<file path="config.mk">
export PLATFORM = sky130hd
export DESIGN_NAME = vpage_xlate
export DESIGN_NICKNAME = d
export VERILOG_FILES = /design/src/rtl/vpx_pkg.sv /design/src/rtl/vpx_base_reg.sv /design/src/rtl/vpx_entry_chk.sv /design/src/rtl/vpx_ctrl.sv /design/src/rtl/vpage_xlate.sv
export SDC_FILE = /design/constraint.sdc
export NUM_CORES = 1
export LEC_CHECK = 0
export BUFFER_PORTS_ARGS = -buffer_cell sky130_fd_sc_hd__clkbuf_2
export CORE_MARGIN = 2
export CORE_UTILIZATION = 50
export DETAILED_ROUTE_END_ITERATION = 16
export GPL_TIMING_DRIVEN = 0
export PLACE_DENSITY = 0.78
export RECOVER_POWER = 100
export SETUP_SLACK_MARGIN = 0.1
export SYNTH_ARGS = -nofsm -noshare
export SYNTH_HDL_FRONTEND = slang
export SYNTH_HIERARCHICAL = 1
export SYNTH_SLANG_ARGS = --single-unit
</file>
<file path="constraint.sdc">
create_clock -name clk -period 2.5 [get_ports clk]
set_clock_uncertainty 0.05 [all_clocks]
set_input_delay 0.25 -clock clk [delete_from_list [all_inputs] [get_ports clk]]
set_output_delay 0.25 -clock clk [all_outputs]
set_load 0.01 [all_outputs]
</file>
<file path="src/rtl/vpx_pkg.sv">
package vpx_pkg;
  // access kinds as presented on req_kind (bit 1 set means fetch)
  localparam logic [1:0] KIND_LOAD  = 2'd0;
  localparam logic [1:0] KIND_STORE = 2'd1;

  // fault codes
  localparam logic [1:0] FLT_NONE    = 2'd0;
  localparam logic [1:0] FLT_INVALID = 2'd1;
  localparam logic [1:0] FLT_PERM    = 2'd2;

  // entry flag positions
  localparam int BIT_VALID = 0;
  localparam int BIT_REF   = 1;
  localparam int BIT_MOD   = 2;
  localparam int BIT_CAN_LD = 3;
  localparam int BIT_CAN_ST = 4;
  localparam int BIT_CAN_EX = 5;

  typedef enum logic [1:0] {
    ST_IDLE,
    ST_FETCH,
    ST_WBACK,
    ST_ANSWER
  } walk_state_e;
endpackage

</file>
<file path="src/rtl/vpx_base_reg.sv">
module vpx_base_reg #(
  parameter int AW        = 32,
  parameter int PAGE_BITS = 12
) (
  input  logic          clk,
  input  logic          rst,
  input  logic          load,
  input  logic [AW-1:0] value,
  output logic [AW-1:0] base_q
);
  localparam logic [AW-1:0] LOW_MASK = AW'((64'd1 << PAGE_BITS) - 64'd1);

  always_ff @(posedge clk) begin
    if (rst)       base_q <= '0;
    else if (load) base_q <= value & ~LOW_MASK;
  end
endmodule

</file>
<file path="src/rtl/vpx_entry_chk.sv">
module vpx_entry_chk
  import vpx_pkg::*;
#(
  parameter int AW        = 32,
  parameter int PAGE_BITS = 12
) (
  input  logic [AW-1:0]        entry,
  input  logic [1:0]           kind,
  input  logic [PAGE_BITS-1:0] offset,
  output logic [1:0]           fault,
  output logic [AW-1:0]        paddr,
  output logic [AW-1:0]        new_entry,
  output logic                 need_wb
);
  logic allowed;

  always_comb begin
    unique case (kind)
      KIND_LOAD:  allowed = entry[BIT_CAN_LD];
      KIND_STORE: allowed = entry[BIT_CAN_ST];
      default:    allowed = entry[BIT_CAN_EX];
    endcase

    if (!entry[BIT_VALID]) fault = FLT_INVALID;
    else if (!allowed)     fault = FLT_PERM;
    else                   fault = FLT_NONE;

    paddr = {entry[AW-1:PAGE_BITS], offset};

    new_entry = entry;
    new_entry[BIT_REF] = 1'b1;
    if (kind == KIND_STORE) new_entry[BIT_MOD] = 1'b1;

    need_wb = (fault == FLT_NONE) && (new_entry != entry);
  end
endmodule

</file>
<file path="src/rtl/vpx_ctrl.sv">
module vpx_ctrl
  import vpx_pkg::*;
#(
  parameter int AW        = 32,
  parameter int PAGE_BITS = 12,
  parameter int PTE_SHIFT = 2
) (
  input  logic                 clk,
  input  logic                 rst,
  input  logic [AW-1:0]        base_q,
  input  logic                 req_valid,
  output logic                 req_ready,
  input  logic [AW-1:0]        req_vaddr,
  input  logic [1:0]           req_kind,
  output logic                 mem_req,
  output logic                 mem_we,
  output logic [AW-1:0]        mem_addr,
  output logic [AW-1:0]        mem_wdata,
  input  logic                 mem_ack,
  output logic [PAGE_BITS-1:0] chk_offset,
  output logic [1:0]           chk_kind,
  input  logic [1:0]           chk_fault,
  input  logic [AW-1:0]        chk_paddr,
  input  logic [AW-1:0]        chk_new,
  input  logic                 chk_wb,
  output logic                 rsp_valid,
  output logic [AW-1:0]        rsp_paddr,
  output logic [1:0]           rsp_fault
);
  localparam int VPN_W = AW - PAGE_BITS;

  walk_state_e         state_q;
  logic [PAGE_BITS-1:0] off_q;
  logic [1:0]           kind_q;
  logic [AW-1:0]        addr_q;
  logic [AW-1:0]        wdata_q;
  logic [AW-1:0]        paddr_q;
  logic [1:0]           fault_q;
  logic [VPN_W-1:0]     vpn;

  assign vpn = req_vaddr[AW-1:PAGE_BITS];

  always_ff @(posedge clk) begin
    if (rst) begin
      state_q <= ST_IDLE;
      off_q   <= '0;
      kind_q  <= '0;
      addr_q  <= '0;
      wdata_q <= '0;
      paddr_q <= '0;
      fault_q <= FLT_NONE;
    end else begin
      unique case (state_q)
        ST_IDLE: if (req_valid) begin
          off_q   <= req_vaddr[PAGE_BITS-1:0];
          kind_q  <= req_kind;
          addr_q  <= base_q + (AW'(vpn) << PTE_SHIFT);
          state_q <= ST_FETCH;
        end
        ST_FETCH: if (mem_ack) begin
          fault_q <= chk_fault;
          paddr_q <= (chk_fault == FLT_NONE) ? chk_paddr : '0;
          wdata_q <= chk_new;
          state_q <= chk_wb ? ST_WBACK : ST_ANSWER;
        end
        ST_WBACK: if (mem_ack) state_q <= ST_ANSWER;
        default:  state_q <= ST_IDLE;
      endcase
    end
  end

  assign req_ready  = (state_q == ST_IDLE);
  assign mem_req    = (state_q == ST_FETCH) || (state_q == ST_WBACK);
  assign mem_we     = (state_q == ST_WBACK);
  assign mem_addr   = addr_q;
  assign mem_wdata  = wdata_q;
  assign rsp_valid  = (state_q == ST_ANSWER);
  assign rsp_paddr  = paddr_q;
  assign rsp_fault  = fault_q;
  assign chk_offset = off_q;
  assign chk_kind   = kind_q;

  AST_BUSY_WHILE_ANSWER: assert property (@(posedge clk) disable iff (rst)
    rsp_valid |-> !req_ready);
  AST_ACCEPT_DROPS_READY: assert property (@(posedge clk) disable iff (rst)
    (req_ready && req_valid) |=> !req_ready);
  AST_ENTRY_ALIGNED: assert property (@(posedge clk) disable iff (rst)
    mem_req |-> (mem_addr[PTE_SHIFT-1:0] == '0));
  AST_FAULT_NO_ADDR: assert property (@(posedge clk) disable iff (rst)
    (rsp_valid && rsp_fault != FLT_NONE) |-> (rsp_paddr == '0));
  AST_WB_MARKS_REF: assert property (@(posedge clk) disable iff (rst)
    (mem_req && mem_we) |-> (mem_wdata[BIT_REF] && mem_wdata[BIT_VALID]));
  AST_ANSWER_PULSE: assert property (@(posedge clk) disable iff (rst)
    rsp_valid |=> !rsp_valid);
  AST_FAULT_LEGAL: assert property (@(posedge clk) disable iff (rst)
    rsp_valid |-> (rsp_fault != 2'd3));
  AST_MEM_HOLD: assert property (@(posedge clk) disable iff (rst)
    (mem_req && !mem_ack) |=> (mem_req && $stable(mem_addr) && $stable(mem_we)
                               && $stable(mem_wdata)));
endmodule

</file>
<file path="src/rtl/vpage_xlate.sv">
module vpage_xlate #(
  parameter int AW        = 32,
  parameter int PAGE_BITS = 12,
  parameter int PTE_SHIFT = 2
) (
  input  logic          clk,
  input  logic          rst,
  input  logic          base_load,
  input  logic [AW-1:0] base_value,
  input  logic          req_valid,
  output logic          req_ready,
  input  logic [AW-1:0] req_vaddr,
  input  logic [1:0]    req_kind,
  output logic          rsp_valid,
  output logic [AW-1:0] rsp_paddr,
  output logic [1:0]    rsp_fault,
  output logic          mem_req,
  output logic          mem_we,
  output logic [AW-1:0] mem_addr,
  output logic [AW-1:0] mem_wdata,
  input  logic          mem_ack,
  input  logic [AW-1:0] mem_rdata
);
  logic [AW-1:0]        base_q;
  logic [PAGE_BITS-1:0] chk_offset;
  logic [1:0]           chk_kind;
  logic [1:0]           chk_fault;
  logic [AW-1:0]        chk_paddr;
  logic [AW-1:0]        chk_new;
  logic                 chk_wb;

  vpx_base_reg #(.AW(AW), .PAGE_BITS(PAGE_BITS)) u_base (
    .clk(clk), .rst(rst), .load(base_load), .value(base_value), .base_q(base_q)
  );

  vpx_entry_chk #(.AW(AW), .PAGE_BITS(PAGE_BITS)) u_chk (
    .entry(mem_rdata), .kind(chk_kind), .offset(chk_offset),
    .fault(chk_fault), .paddr(chk_paddr), .new_entry(chk_new), .need_wb(chk_wb)
  );

  vpx_ctrl #(.AW(AW), .PAGE_BITS(PAGE_BITS), .PTE_SHIFT(PTE_SHIFT)) u_ctrl (
    .clk(clk), .rst(rst), .base_q(base_q),
    .req_valid(req_valid), .req_ready(req_ready),
    .req_vaddr(req_vaddr), .req_kind(req_kind),
    .mem_req(mem_req), .mem_we(mem_we), .mem_addr(mem_addr),
    .mem_wdata(mem_wdata), .mem_ack(mem_ack),
    .chk_offset(chk_offset), .chk_kind(chk_kind), .chk_fault(chk_fault),
    .chk_paddr(chk_paddr), .chk_new(chk_new), .chk_wb(chk_wb),
    .rsp_valid(rsp_valid), .rsp_paddr(rsp_paddr), .rsp_fault(rsp_fault)
  );
endmodule

</file>
==> metrics.md, run 1 <==
| Metric | Value |
|---|---|
| Avg Cell Area, Syn | `8.14 um^2` |
| Synthesized instance count | `831` |
| Final core utilization | `63.5%` |
| Post-synth ARST share | `0%` |
| Sink Count | `approximately 130` |
| Boundary Pins | `~200` |
| Routed Antenna Nets | `0` |
| Multi-input gate area | `about 0.0033 mm^2` |
| Rows | `between 40 and 50` |
| Port bufs | `around 170` |
| Initial antenna violation count | `0` |
| Commonest cells after routing, fill and taps aside | `nand2_1, clkbuf_1, dfxtp_1` |
| Clk_lat worst skew | `around 400 ps` |
| Yosys warns | `6` |
| WP data arrival | `around 2600 ps` |
| DR pass1 iterations | `5` |
| Die Span Y | `120 um` |
| Die area | `around 0.014 mm^2` |
| Register Area | `roughly 0.0027 mm^2` |
| DP HPWL | `13900 um` |
| Slew HR | `between 50% and 60%` |
| Max Cap Viol | `0` |
| RSZ-0062 raised after global routing | `no` |
| Initial Util | `between 50% and 60%` |
| Vias in the first global route | `about 6100` |
| Iter 0 DRT Violations | `504` |
| RD Place Congestion | `approximately 0.94` |
| Total power | `roughly 0.007 W` |
| Crit Path Max Fanout | `8` |
| Critical Path End Type | `flop` |
| Final Slew Violations | `0` |
| Yosys cell types | `between 60 and 70` |
| Req. time, crit path | `between 2000 and 3000 ps` |
| Class of the most critical setup path | `flop to flop` |
| Ranking of synthesized cells by area | `dfxtp_1, buf_4, nand2_1` |
| Clock Pin Slew Worst Setup and Hold Paths | `roughly 60 ps` |
| Mapped cell area | `about 0.0068 mm^2` |
| Outcome | `completed` |
| Fmax | `roughly 430 MHz` |
| Share of cells above drive strength 1 | `between 15 and 20%` |
| Met3 Use GR | `under 10%` |
| Commonest non-fill, non-tap cell in the layout | `nand2_1` |
| DR vias | `approximately 6500` |
| Global route total overflow | `0` |
| Antenna Cells | `0` |
| Detailed-route DRC error count | `0` |
| Final hold vios | `0` |
| Post-CTS setup repair buffer count | `0` |
| Maximum clock path buffer count | `2` |
| Top FF cell, synth | `dfxtp_1` |
| Sequential-to-total area share from yosys stat | `39.7%` |
| Met1 Usage GRT | `30.5%` |
| Critical path launch point type | `flop` |
| Fillcell total | `1205` |
| Pin count of the biggest net entering global routing | `17` |
| GR peak layer | `met2` |
| Grt met2 use | `between 40% and 50%` |
| CTS tree | `yes` |
| Number of flops mapped to enable cells by yosys | `0` |
| P_leak | `around 3.5 nW` |
| Synth top area share | `approximately two fifths` |
| Cell Count, Final, Fillers Out | `1224` |
| Final period utilization | `between 90% and 100%` |
| Final number of setup-violating endpoints | `0` |
| Die width | `roughly 120 um` |
| Routed WL per cell | `~16 um` |
| Slew @ Worst Pin | `around 720 ps` |
| PD cells | `approximately 810 mW/mm^2` |
| H-tree depth | `4` |
| Layout Nets | `~1200` |
| Total CTS buffers | `17` |
| Cell taking the most area after synthesis | `dfxtp_1` |
| Core area | `approximately 0.013 mm^2` |
| Peak VDD IR | `0.659 mV` |
| Placed insts | `1183` |
| Vias/cell | `about 5.3` |
| Min Tclk post-route | `around 2300 ps` |
| Synthesis-to-finish area growth | `24.4%` |
| Root Driver | `clkbuf_16` |
| Synth Register Bits | `between 100 and 150` |
| WL final | `~19000 um` |
| GR Util All Layers | `about a quarter` |
| Hold Crit Class | `input port to flop` |
| First-pass GRT wire length | `roughly 30000 um` |
[cells in the mapped netlist, types with 5 or more instances]
cell        n
nand2_1   140
dfxtp_1   134
a21oi_1    80
nor2_1     77
buf_4      75
clkbuf_1   34
a22oi_1    32
nand3_1    32
ha_1       24
mux2i_1    23
o21ai_0    19
inv_1      14
nor3_1     13
and3_1     11
o21ai_1     9
buf_1       7
nor4_1      7
a21o_1      6
and2_1      6
xor2_1      6
nand2b_1    5
[final timing paths]
| kind | from | end | slack (ps) | depth (start not counted) |
|---|---|---|---|---|
| min reg2reg | u_ctrl/mem_wdata[17]$_SDFFE_PP0P_ | u_ctrl/mem_wdata[17]$_SDFFE_PP0P_ | 400 | 2 |
| max reg2reg | u_base/base_q[19]$_SDFFE_PP0P_ | u_ctrl/mem_addr[27]$_SDFFE_PP0P_ | 150 | 8 |
| max | u_base/base_q[19]$_SDFFE_PP0P_ | u_ctrl/mem_addr[27]$_SDFFE_PP0P_ | 150 | 8 |
| min | req_vaddr[1] | u_ctrl/chk_offset[1]$_SDFFE_PP0P_ | 20 | 3 |
[metrics by stage]
| stage | setup TNS, ps | instance area [um^2] | setup WS (ps) | hold slack [ps] |
|---|---|---|---|---|
| after floorplan | 0 | 6800 | 238 | 336 |
| after global placement | 0 | 7850 | 30.6 | 391 |
| after detailed placement | -4.29 | 7850 | -4.29 | 396 |
| after CTS | 0 | 8510 | 101 | 1.74 |
| after global routing | 0 | 8410 | 53.0 | 4.02 |
| final | 0 | 8410 | 152 | 17.1 |
[layer usage]
metal	wire, um	up-vias
met4	372	0
met2	9320	246
met3	1330	30
li1	-	3231
met1	8100	3004
met5	0	-
[report_power, final]
part	internal, W	switching [W]	total (W)	leakage, nW
clock network	0.00142	0.000931	0.00235	0.265
registers	0.00243	0.000175	0.00260	1.09
logic	0.000686	0.00118	0.00186	2.15
total	0.00453	0.00228	0.00682	3.51
[flip-flops by register name, summed over array words and instances (netlist names)]
signal             cells
u_ctrl/rsp_paddr      32
u_ctrl/rsp_fault       2
u_ctrl/mem_addr       32
u_ctrl/mem_wdata      32
u_ctrl/chk_kind        2
u_ctrl/chk_offset     12
u_base/base_q         20
u_ctrl/state_q         2
[area by class of cell]
cell class,instances,area share (%)
well taps,176,2.62
clock inverters,11,1.20
plain buffers,120,9.02
flip-flops and latches,134,31.9
inverters,15,0.669
multi-input cells,573,39.8
repair buffers,174,9.37
clock buffers,21,5.47
[repair_timing]
action,CTS,global route
endpoints found under the setup margin,5,10
hold buffers,9,0
hold endpoints to repair,9,0
resized for setup,2,12
cloned,0,0
[logic make-up after synthesis]
logic type                 count (synthesis)  share of synthesized area (%)
adders and majority gates                 25                           4.74
muxes                                     23                           3.40
AOI/OAI and AO/OA                        197                           19.4
DFF                                      134                           39.7
buffers and inverters                    135                           12.0
xor gates and xnor gates                   9                           1.17
and+or+nand+nor                          306                           19.6
other                                      2                          0.111
[worst max-delay path, cell delays in order (launching register included)]
cell     delay (ps)
dfxtp_1         370
ha_4            240
and3_1          190
buf_6           130
a221o_4         410
a31oi_4         220
o32ai_1         140
or3b_1          360
a31oi_1         160
Note: power is estimated with default switching activity, not from simulation.
==> run 2: changes to the inputs <==
--- a/config.mk
+++ b/config.mk
@@ -6,11 +6,13 @@
 export NUM_CORES = 1
 export LEC_CHECK = 0
 export BUFFER_PORTS_ARGS = -buffer_cell sky130_fd_sc_hd__clkbuf_2
+export CELL_PAD_IN_SITES_DETAIL_PLACEMENT = 0
+export CELL_PAD_IN_SITES_GLOBAL_PLACEMENT = 2
 export CORE_MARGIN = 2
-export CORE_UTILIZATION = 50
+export CORE_UTILIZATION = 29
 export DETAILED_ROUTE_END_ITERATION = 16
 export GPL_TIMING_DRIVEN = 0
-export PLACE_DENSITY = 0.78
+export PLACE_DENSITY_LB_ADDON = 0.1
 export RECOVER_POWER = 100
 export SETUP_SLACK_MARGIN = 0.1
 export SYNTH_ARGS = -nofsm -noshare
==> metrics.md, run 2 (synthesis gave the netlist of run 1 again) <==
| Metric | Value |
|---|---|
| PD cells | `815 mW/mm^2 (+0.52%)` |
| GR Util All Layers | `17.4% (-8.8 points)` |
| P_leak | `3.51 nW (about the same)` |
| Antenna Cells | `0 (unchanged)` |
| Die width | `157 um (+30%)` |
| Class of the most critical setup path | `flop to flop` |
| RD Place Congestion | `0.785 (-16%)` |
| Slew HR | `52.9% (+0.66 points)` |
| Final hold vios | `0 (unchanged)` |
| Outcome | `completed` |
| Root Driver | `clkbuf_16` |
| Layout Nets | `1160 (-0.26%)` |
| Routed Antenna Nets | `0 (unchanged)` |
| Metal3 WL | `1040 um (-22%)` |
| First-pass GRT wire length | `33200 um (+10%)` |
| Final setup margin | `136 ps (-15.9 ps)` |
| Total CTS buffers | `17 (unchanged)` |
| WP buf/inv | `1 (unchanged)` |
| Routed WL per cell | `15.9 um (+1.5%)` |
| Commonest cells after routing, fill and taps aside | `nand2_1, clkbuf_1, dfxtp_1` |
| Boundary Pins | `205 (unchanged)` |
| Initial antenna violation count | `0 (unchanged)` |
| Max Cap Viol | `0 (unchanged)` |
| Critical Path Stages | `8 (unchanged)` |
| CP max stage delay | `430 ps (+20 ps)` |
| DR pass1 iterations | `5 (unchanged)` |
| Peak VDD IR | `0.470 mV (-29%)` |
| WP data arrival | `2660 ps (+20 ps)` |
| Final number of setup-violating endpoints | `0 (unchanged)` |
| Sink Count | `134 (unchanged)` |
| CTS tree | `yes` |
| Maximum clock path buffer count | `2 (unchanged)` |
| Rows | `55 (+31%)` |
| Fmax | `423 MHz (-0.67%)` |
| Crit Path Max Fanout | `8 (unchanged)` |
| RSZ-0062 raised after global routing | `no` |
| Port bufs | `165 (unchanged)` |
| Slew @ Worst Pin | `707 ps (-9.92 ps)` |
| Synthesis-to-finish area growth | `26.8%` |
| Die Span Y | `157 um (+30%)` |
| DP HPWL | `16300 um (+17%)` |
| Final period utilization | `94.6% (+0.63 points)` |
| Die area | `0.0246 mm^2 (+70%)` |
| Min Tclk post-route | `2360 ps (+15.9 ps)` |
| Final TNS setup | `0 ps (unchanged)` |
| Detailed-route DRC error count | `0 (unchanged)` |
| Commonest non-fill, non-tap cell in the layout | `nand2_1` |
| Final Slew Violations | `0 (unchanged)` |
| Core area | `0.0228 mm^2 (+72%)` |
| Clock Pin Slew Worst Setup and Hold Paths | `70 ps (about the same)` |
| Clk_lat worst skew | `420 ps (about the same)` |
| Total power | `0.00699 W (+2.5%)` |
| Req. time, crit path | `2800 ps (about the same)` |
| CP max stage cell | `a221o_1` |
| Critical path launch point type | `flop` |
| DR vias | `6237 (-4.2%)` |
| Share of cells above drive strength 1 | `18.8% (+0.82 points)` |
| Pin count of the biggest net entering global routing | `17 (unchanged)` |
| R2r setup slk | `140 ps (-20 ps)` |
| Vias/cell | `4.59 (-14%)` |
| Routed met2 length | `10000 um (+7.6%)` |
| Highest metal layer with signal wires | `met4` |
| Worst-path cell chain | `ha_4 -> and3_1 -> buf_6 -> a221o_1 -> a31oi_4 -> o32ai_2 -> or3b_1 -> a31oi_1` |
| Global route total overflow | `0 (unchanged)` |
| Initial Util | `29.7% (-21 points)` |
| Critical Path End Type | `flop` |
| WL final | `21500 um (+13%)` |
| Reg2Reg Depth | `8 (unchanged)` |
| Worst hold stages | `3 (unchanged)` |
| Vias in the first global route | `5961 (-1.9%)` |
| M1 WL | `10200 um (+25%)` |
| Hold Crit Class | `input port to flop` |
| H-tree depth | `4 (unchanged)` |
| Worst slack, placed | `-127 ps (-123 ps)` |
| CP top delay family | `compound AO/OA/AOI/OAI gates` |
| Iter 0 DRT Violations | `313 (-38%)` |
[run 2: timing repair]
item,CTS,global route
hold endpoints to repair,5,0
setup buffers,0,2
setup endpoints to repair,12,54
pin swaps,0,1
gates resized for setup,9,12
hold buffers,5,0
[run 2: through the flow]
stage | instances | hold WS (ps) | instance area (um^2) | util [%]
finish | 1358 | 12.3 | 8580 | 37.7
global route | 1358 | 6.35 | 8580 | 37.7
CTS | 1357 | 0.00300 | 8680 | 38.1
detailed placement | 1320 | 397 | 8020 | 35.2
global placement | 1320 | 393 | 8020 | 35.2
floorplan | 842 | 336 | 6800 | -
[run 2: layout make-up]
class,instances,area [um^2]
flip-flops and latches,134,2690
clock buffers,18,439
fillers,2508,14200
plain buffers,119,759
inverters,15,56.3
clock inverters,14,139
multi-input cells,573,3340
repair buffers,172,762
well taps,313,392
[run 2: layer usage]
layer	up-vias	GRT usage (%)
li1	3217	-
met4	0	5.77
met1	2830	22.8
met2	170	28.8
met3	20	3.43
met5	-	0
[run 2: power breakdown]
part	switching (W)	total, W	internal [W]
combinational	0.00121	0.00190	0.000689
sequential	0.000173	0.00260	0.00243
clock	0.00107	0.00249	0.00142
total	0.00245	0.00699	0.00454
[run 2: path summary, 6_finish.rpt]
| check | end | from |
|---|---|---|
| worst max-delay path | u_ctrl/mem_addr[27]$_SDFFE_PP0P_ | u_base/base_q[19]$_SDFFE_PP0P_ |
| worst min-delay path | u_base/base_q[12]$_SDFFE_PP0P_ | base_value[12] |
| worst max register to register | u_ctrl/mem_addr[27]$_SDFFE_PP0P_ | u_base/base_q[19]$_SDFFE_PP0P_ |
| worst min register to register | u_ctrl/chk_offset[10]$_SDFFE_PP0P_ | u_ctrl/chk_offset[10]$_SDFFE_PP0P_ |
[run 2: tightest hold or removal path: cells and delay by family]
kind                   cells  cell delay [ps]
multiplexers               1               50
buffers and inverters      1               80
AND/OR/NAND/NOR            1               70
